## src/rtl/al_pkg.sv

```systemverilog
package al_pkg;

    localparam int AL_LREG_W = 5;
    localparam int AL_PREG_W = 6;

    // Fields read at retirement.
    typedef struct packed {
        logic                 has_dst;
        logic [AL_PREG_W-1:0] oldp;
    } al_free_t;

    // Full record of one entry.
    typedef struct packed {
        logic                 has_dst;
        logic [AL_LREG_W-1:0] lreg;
        logic [AL_PREG_W-1:0] oldp;
    } al_entry_t;

    typedef enum logic [0:0] {
        S_RUN  = 1'b0,
        S_UNDO = 1'b1
    } al_state_e;

endpackage

```

## src/rtl/al_store.sv

```systemverilog
module al_store
    import al_pkg::*;
#(
    parameter  int LANES = 4,
    parameter  int ROWS  = 8,
    localparam int SLOTS = LANES * ROWS,
    localparam int TAG_W = $clog2(SLOTS),
    localparam int CNT_W = $clog2(LANES + 1)
) (
    input  logic                        clk,
    input  logic                        rst_n,
    input  logic [CNT_W-1:0]            wr_n,
    input  logic [TAG_W-1:0]            wr_base,
    input  al_entry_t [LANES-1:0]       wr_ent,
    input  logic                        set_en,
    input  logic [TAG_W-1:0]            set_tag,
    input  logic [TAG_W-1:0]            rd_base,
    output al_free_t  [LANES-1:0]       rd_ent,
    output logic      [LANES-1:0]       rd_done,
    input  logic [TAG_W-1:0]            undo_addr,
    output al_entry_t                   undo_ent
);

    localparam int LANE_W = $clog2(LANES);

    logic [SLOTS-1:0]        done_q;
    al_free_t  [LANES-1:0]   lane_rd;
    al_entry_t [LANES-1:0]   lane_undo;

    // One bank per lane; consecutive tags rotate across banks.
    for (genvar l = 0; l < LANES; l++) begin : g_bank
        al_free_t         free_q [ROWS];
        logic [AL_LREG_W-1:0] lreg_q [ROWS];
        logic [LANE_W-1:0] wr_slot, rd_slot;
        logic [TAG_W-1:0]  wr_tag, rd_tag;

        assign wr_slot = LANE_W'(l) - wr_base[LANE_W-1:0];
        assign wr_tag  = wr_base + TAG_W'(wr_slot);
        assign rd_slot = LANE_W'(l) - rd_base[LANE_W-1:0];
        assign rd_tag  = rd_base + TAG_W'(rd_slot);

        always_ff @(posedge clk) begin
            if (CNT_W'(wr_slot) < wr_n) begin
                free_q[wr_tag[TAG_W-1:LANE_W]] <= '{has_dst: wr_ent[wr_slot].has_dst,
                                                   oldp:    wr_ent[wr_slot].oldp};
                lreg_q[wr_tag[TAG_W-1:LANE_W]] <= wr_ent[wr_slot].lreg;
            end
        end

        assign lane_rd[l] = free_q[rd_tag[TAG_W-1:LANE_W]];
        assign lane_undo[l] = '{has_dst: free_q[undo_addr[TAG_W-1:LANE_W]].has_dst,
                                lreg:    lreg_q[undo_addr[TAG_W-1:LANE_W]],
                                oldp:    free_q[undo_addr[TAG_W-1:LANE_W]].oldp};
    end

    always_comb begin
        logic [TAG_W-1:0] t;
        for (int k = 0; k < LANES; k++) begin
            t          = rd_base + TAG_W'(k);
            rd_ent[k]  = lane_rd[t[LANE_W-1:0]];
            rd_done[k] = done_q[t];
        end
    end

    assign undo_ent = lane_undo[undo_addr[LANE_W-1:0]];

    // Finished flags: cleared on allocation, set on completion.
    always_ff @(posedge clk or negedge rst_n) begin
        if (!rst_n) begin
            done_q <= '0;
        end else begin
            for (int k = 0; k < LANES; k++) begin
                if (CNT_W'(k) < wr_n) done_q[wr_base + TAG_W'(k)] <= 1'b0;
            end
            if (set_en) done_q[set_tag] <= 1'b1;
        end
    end

endmodule

```

## src/rtl/al_grad.sv

```systemverilog
module al_grad #(
    parameter int LANES = 4,
    parameter int PTR_W = 6
) (
    input  logic             en,
    input  logic [PTR_W-1:0] avail,
    input  logic [LANES-1:0] done,
    output logic [LANES-1:0] mask
);

    // In-order prefix: stop at the first unfinished or absent entry.
    always_comb begin
        logic run;
        run = en;
        for (int k = 0; k < LANES; k++) begin
            run     = run && done[k] && (PTR_W'(k) < avail);
            mask[k] = run;
        end
    end

endmodule

```

## src/rtl/active_list.sv

```systemverilog
module active_list
    import al_pkg::*;
#(
    parameter  int LANES = 4,
    parameter  int ROWS  = 8,
    localparam int SLOTS = LANES * ROWS,
    localparam int TAG_W = $clog2(SLOTS),
    localparam int PTR_W = TAG_W + 1,
    localparam int CNT_W = $clog2(LANES + 1)
) (
    input  logic                         clk,
    input  logic                         rst_n,
    input  logic [CNT_W-1:0]             alloc_n,
    input  logic [LANES-1:0]             alloc_has_dst,
    input  logic [LANES*AL_LREG_W-1:0]   alloc_lreg,
    input  logic [LANES*AL_PREG_W-1:0]   alloc_oldp,
    output logic                         alloc_ok,
    output logic [TAG_W-1:0]             alloc_tag,
    input  logic                         cmpl_valid,
    input  logic [TAG_W-1:0]             cmpl_tag,
    output logic [LANES-1:0]             grad_mask,
    output logic [LANES-1:0]             free_valid,
    output logic [LANES*AL_PREG_W-1:0]   free_preg,
    input  logic                         exc_valid,
    input  logic [TAG_W-1:0]             exc_tag,
    input  logic                         br_valid,
    input  logic [TAG_W-1:0]             br_tag,
    output logic                         undo_valid,
    output logic [AL_LREG_W-1:0]         undo_lreg,
    output logic [AL_PREG_W-1:0]         undo_preg
);

    al_state_e        state_q, state_d;
    logic [PTR_W-1:0] head_q, tail_q, walk_q;
    logic [TAG_W-1:0] fault_q;

    logic [PTR_W-1:0] used, room, nret, br_keep;
    logic             in_run, alloc_go, ret_en, walk_last;

    al_entry_t [LANES-1:0] wr_ent;
    al_free_t  [LANES-1:0] rd_ent;
    logic      [LANES-1:0] rd_done;
    al_entry_t             undo_ent;

    assign used      = tail_q - head_q;
    assign room      = PTR_W'(SLOTS) - used;
    assign in_run    = (state_q == S_RUN);
    assign alloc_ok  = in_run && !exc_valid && !br_valid && (room >= PTR_W'(LANES));
    assign alloc_go  = alloc_ok && (alloc_n != '0);
    assign ret_en    = in_run && !exc_valid && !br_valid;
    assign walk_last = (walk_q[TAG_W-1:0] == fault_q);
    assign br_keep   = PTR_W'(TAG_W'(br_tag - head_q[TAG_W-1:0])) + PTR_W'(1);
    assign nret      = PTR_W'($countones(grad_mask));

    always_comb begin
        for (int i = 0; i < LANES; i++) begin
            wr_ent[i] = '{has_dst: alloc_has_dst[i],
                          lreg:    alloc_lreg[i*AL_LREG_W +: AL_LREG_W],
                          oldp:    alloc_oldp[i*AL_PREG_W +: AL_PREG_W]};
        end
    end

    al_store #(.LANES(LANES), .ROWS(ROWS)) u_store (
        .clk       (clk),
        .rst_n     (rst_n),
        .wr_n      (alloc_go ? alloc_n : '0),
        .wr_base   (tail_q[TAG_W-1:0]),
        .wr_ent    (wr_ent),
        .set_en    (cmpl_valid),
        .set_tag   (cmpl_tag),
        .rd_base   (head_q[TAG_W-1:0]),
        .rd_ent    (rd_ent),
        .rd_done   (rd_done),
        .undo_addr (walk_q[TAG_W-1:0]),
        .undo_ent  (undo_ent)
    );

    al_grad #(.LANES(LANES), .PTR_W(PTR_W)) u_grad (
        .en    (ret_en),
        .avail (used),
        .done  (rd_done),
        .mask  (grad_mask)
    );

    // Next state.
    always_comb begin
        state_d = state_q;
        unique case (state_q)
            S_RUN:  if (exc_valid) state_d = S_UNDO;
            S_UNDO: if (walk_last) state_d = S_RUN;
            default: state_d = S_RUN;
        endcase
    end

    // State and pointer registers.
    always_ff @(posedge clk or negedge rst_n) begin
        if (!rst_n) begin
            state_q <= S_RUN;
            head_q  <= '0;
            tail_q  <= '0;
            walk_q  <= '0;
            fault_q <= '0;
        end else begin
            state_q <= state_d;
            head_q  <= head_q + nret;
            unique case (state_q)
                S_RUN: begin
                    if (exc_valid) begin
                        walk_q  <= tail_q - PTR_W'(1);
                        fault_q <= exc_tag;
                    end else if (br_valid) begin
                        tail_q <= head_q + br_keep;
                    end else if (alloc_go) begin
                        tail_q <= tail_q + PTR_W'(alloc_n);
                    end
                end
                S_UNDO: begin
                    if (walk_last) tail_q <= walk_q;
                    else           walk_q <= walk_q - PTR_W'(1);
                end
                default: ;
            endcase
        end
    end

    // Outputs.
    always_comb begin
        alloc_tag  = tail_q[TAG_W-1:0];
        undo_valid = (state_q == S_UNDO) && undo_ent.has_dst;
        undo_lreg  = undo_ent.lreg;
        undo_preg  = undo_ent.oldp;
        for (int i = 0; i < LANES; i++) begin
            free_valid[i]                      = grad_mask[i] && rd_ent[i].has_dst;
            free_preg[i*AL_PREG_W +: AL_PREG_W] = rd_ent[i].oldp;
        end
    end

endmodule

```

## config.mk

```make
export PLATFORM = sky130hd
export DESIGN_NAME = active_list
export DESIGN_NICKNAME = d
export VERILOG_FILES = /design/src/rtl/al_pkg.sv /design/src/rtl/al_store.sv /design/src/rtl/al_grad.sv /design/src/rtl/active_list.sv
export SDC_FILE = /design/constraint.sdc
export NUM_CORES = 1
export LEC_CHECK = 0
export BUFFER_PORTS_ARGS = -buffer_cell sky130_fd_sc_hd__buf_2
export CAP_MARGIN = 10
export CELL_PAD_IN_SITES_DETAIL_PLACEMENT = 1
export CELL_PAD_IN_SITES_GLOBAL_PLACEMENT = 1
export CORE_MARGIN = 10
export CORE_UTILIZATION = 48
export DETAILED_ROUTE_END_ITERATION = 10
export GPL_TIMING_DRIVEN = 0
export PLACE_DENSITY = 0.87
export SLEW_MARGIN = 40
export SYNTH_ARGS = -nofsm -noshare
export SYNTH_HDL_FRONTEND = slang
export SYNTH_HIERARCHICAL = 1
export SYNTH_SLANG_ARGS = --single-unit
```

## constraint.sdc

```tcl
create_clock -name clk -period 4.9 [get_ports clk]
set_input_delay 0.49 -clock clk [delete_from_list [all_inputs] [get_ports clk]]
set_output_delay 0.49 -clock clk [all_outputs]
set_load 0.01 [all_outputs]
```

==> results.toml <==
[outcome]
status = "complete, but fails checks"
violations = "setup timing"

[setup_path]
setup.worst_path.start_class = "register"
critical-path-slowest-cell = "mux4_2"
max_stage_delay_ps = 570
timing.rr.start = "head_q[0]"
end_kind = "primary output"
crit_end = "free_valid[3]"
rr_worst_depth = 15
r2r_end = "head_q[1]"
r2r_slack_ps = -10
cp_num_cells = 11
cp.arrival_ps = 4440
required_ps = 4410
crit_start = "head_q[0]"
path_max_fanout = 10
critical_path.cell_chain = "buf_4 -> ha_1 -> ha_1 -> buf_2 -> clkbuf_4 -> mux4_2 -> mux2i_2 -> a222oi_1 -> a21boi_2 -> and2_1 -> buf_2"
critPathKind = "reg -> out"
crit_family = "multiplexers"
critPathBufInv = 4

[floorplanning]
fp.coreArea_um2 = 50270
die_y_um = 245.7
initial_core_util_pct = 48.63
dieArea_um2 = 60360
die_x_um = 245.7
rows = 82
io_pins = 121

[cts]
cts.sinks = 440
clockBufferDepth = 3
htreeDepth = 2
cts_buffers = 45
path_clk_slew_ps = 60
root_buffer = "clkbuf_16"
clk_latency_ps = 600
cts_tree = "built"

[synthesis]
synthDominantCellAreaShare_pct = 47.17
yosysMostFrequentCell = "edfxtp_1"
synth_common_cells = "edfxtp_1 (384), mux4_2 (242), nand2_1 (132)"
ys_warn_count = 6
async_flop_share_pct = 12.73
avgSynthCellArea_um2 = 15.17
synth_flop_cell = "edfxtp_1"
synth_edf_count = 384
yosysTopAreaCell = "edfxtp_1"
yosysSeqAreaShare_pct = 52.90
ys_seq_elements = 440
syn_inst = 1612
synth_area_leaders = "edfxtp_1 (47%), mux4_2 (22%), dfrtp_1 (5.7%), ha_1 (2.0%), nand2_1 (2.0%)"
syn-cell-area_um2 = 24450
post_synth_num_cell_types = 69
syn_nets = 1730

[sta]
period_minus_slack_ps = 4931
max-slew-margin-rel_pct = 30.37
tightestPinTransition_ps = 1041
max_freq_mhz = 202.8
hold_viol = 0
slew_viol_final = 0
setup_ws_ps = -31.41
fin_crit_sh_pct = 100.6
setup_viol = 2
clock_skew_ps = 16.07

[layout]
drive_gt1_share_pct = 34.84
fin_area_um2 = 28320
layout.nets = 1922
fillers = 4789
syn_to_final_growth_pct = 15.85

[route]
firstDrtPassIters = 9
drtIter0Drc = 2974
top_layer_used = "met5"
via_per_inst = 7.342
wl_met1_um = 32170
wl_met3_um = 11080
drc = 0
wire_per_inst_um = 37.61
routed_wirelength_um = 94520
route.met2.wl_um = 44320
postRouteAntennaNets = 0
num_vias = 18451

[placed_design]
post_dp_cell_area_um2 = 26040
numPortBuffers = 120
dp_hpwl_um = 65620
finalWeightedCongestion = 0.9840

[global_route]
grtUsageTotal_pct = 30.16
grt_max_degree = 57
grt_pass1_vias = 18815
grt_pass1_wl_um = 132200
overflow = 0
antenna_found_initial = 2

[run]
drv_cap = 0

[worst_hold_path]
hold_class = "in -> reg"
tightest hold or removal path, delay by kind of cell:
kind | cells | cell delay, ps
simple gates | 2 | 90
buf+inv | 1 | 80
state kept, by name, indices dropped and copies added (netlist names):
signal	count
u_store/g_bank.free_q	224
u_store/g_bank.lreg_q	160
u_store/done_q	32
head_q	6
tail_q	6
walk_q	6
fault_q	5
state_q	1
logic make-up (layout without fill, tap and decap cells):
group | Yosys count | after routing | share of synthesized area, %
other | 0 | 1 | 0
xor gates and xnor gates | 49 | 49 | 1.970
DFF | 440 | 440 | 52.90
muxes | 307 | 307 | 25.23
buffers and inverters | 136 | 364 | 2.549
and+or+nand+nor | 375 | 375 | 7.165
AOI/OAI and AO/OA | 258 | 258 | 7.564
adders and majority gates | 47 | 47 | 2.620
layout make-up:
| type | instances | area, um^2 | share of cell area, % |
|---|---|---|---|
| inverters | 35 | 138.9 | 0.4904 |
| repair buffers | 147 | 968.4 | 3.419 |
| clock buffers | 56 | 1234 | 4.356 |
| flip-flops and latches | 440 | 12940 | 45.69 |
| clock inverters | 27 | 272.8 | 0.9631 |
| well taps | 672 | 840.8 | 2.969 |
| multi-input cells | 1036 | 11330 | 40.00 |
| plain buffers | 99 | 595.6 | 2.103 |
| diodes | 1 | 2.502 | 0.008836 |
worst min-delay path by stage:
stage	depth (start not counted)	start	slack, ps	endpoint
final	3	exc_tag[3]	80	fault_q[3]
after global routing	3	exc_tag[0]	90	fault_q[0]
after CTS	3	exc_tag[3]	70	fault_q[3]
after floorplan	0	rst_n	190	fault_q[0]
after detailed placement	2	fault_q[3]	500	fault_q[3]
after global placement	2	fault_q[1]	480	fault_q[1]
cells in the final DEF (no fill, tap or decap), drive strengths merged, types with 8 or more instances in the layout:
cell type    n
clkinv      15
a22oi       16
and2        17
nand3       44
nor2        92
mux2        28
nand2      132
nand2b      15
o211ai      18
edfxtp     384
a21oi       33
buf        200
xor2        21
o221a        8
a222oi      18
dfrtp       56
o221ai      17
nand4       10
nor3        16
inv         37
o22ai       34
xnor2       28
and3         8
a21boi      19
nor2b       18
ha          40
clkbuf     101
o31ai       11
o21ai       43
mux4       244
mux2i       35
through the flow:
| stage | hold WS (ps) | setup TNS (ps) | util, % | worst slack, ps | std cells |
|---|---|---|---|---|---|
| floorplan | 194.4 | 0 | - | 141.6 | 1612 |
| global placement | 484.4 | -308960 | 51.50 | -1692 | 2404 |
| detailed placement | 499.8 | -214430 | 51.79 | -1526 | 2405 |
| CTS | 73.44 | -10850 | 55.30 | -244.9 | 2492 |
| global route | 88.40 | -282.9 | 56.33 | -53.84 | 2512 |
| finish | 84.82 | -44.70 | 56.33 | -31.41 | 2513 |
repair_timing:
item,CTS,global route
resized for setup,60,26
hold buffers,1,0
pin swaps,1,18
endpoints found under the setup margin,483,416
buffers inserted,5,20
hold endpoints to repair,56,0
metal layers:
| metal | up-vias | track usage [%] |
|---|---|---|
| met4 | 2 | 18.84 |
| met1 | 9387 | 35.85 |
| li1 | 6988 | - |
| met5 | - | 0 |
| met3 | 413 | 8.286 |
| met2 | 1661 | 48.18 |
Power is not shown: default switching activity piles up to over one toggle a cycle in this logic, so the estimate is an artifact.
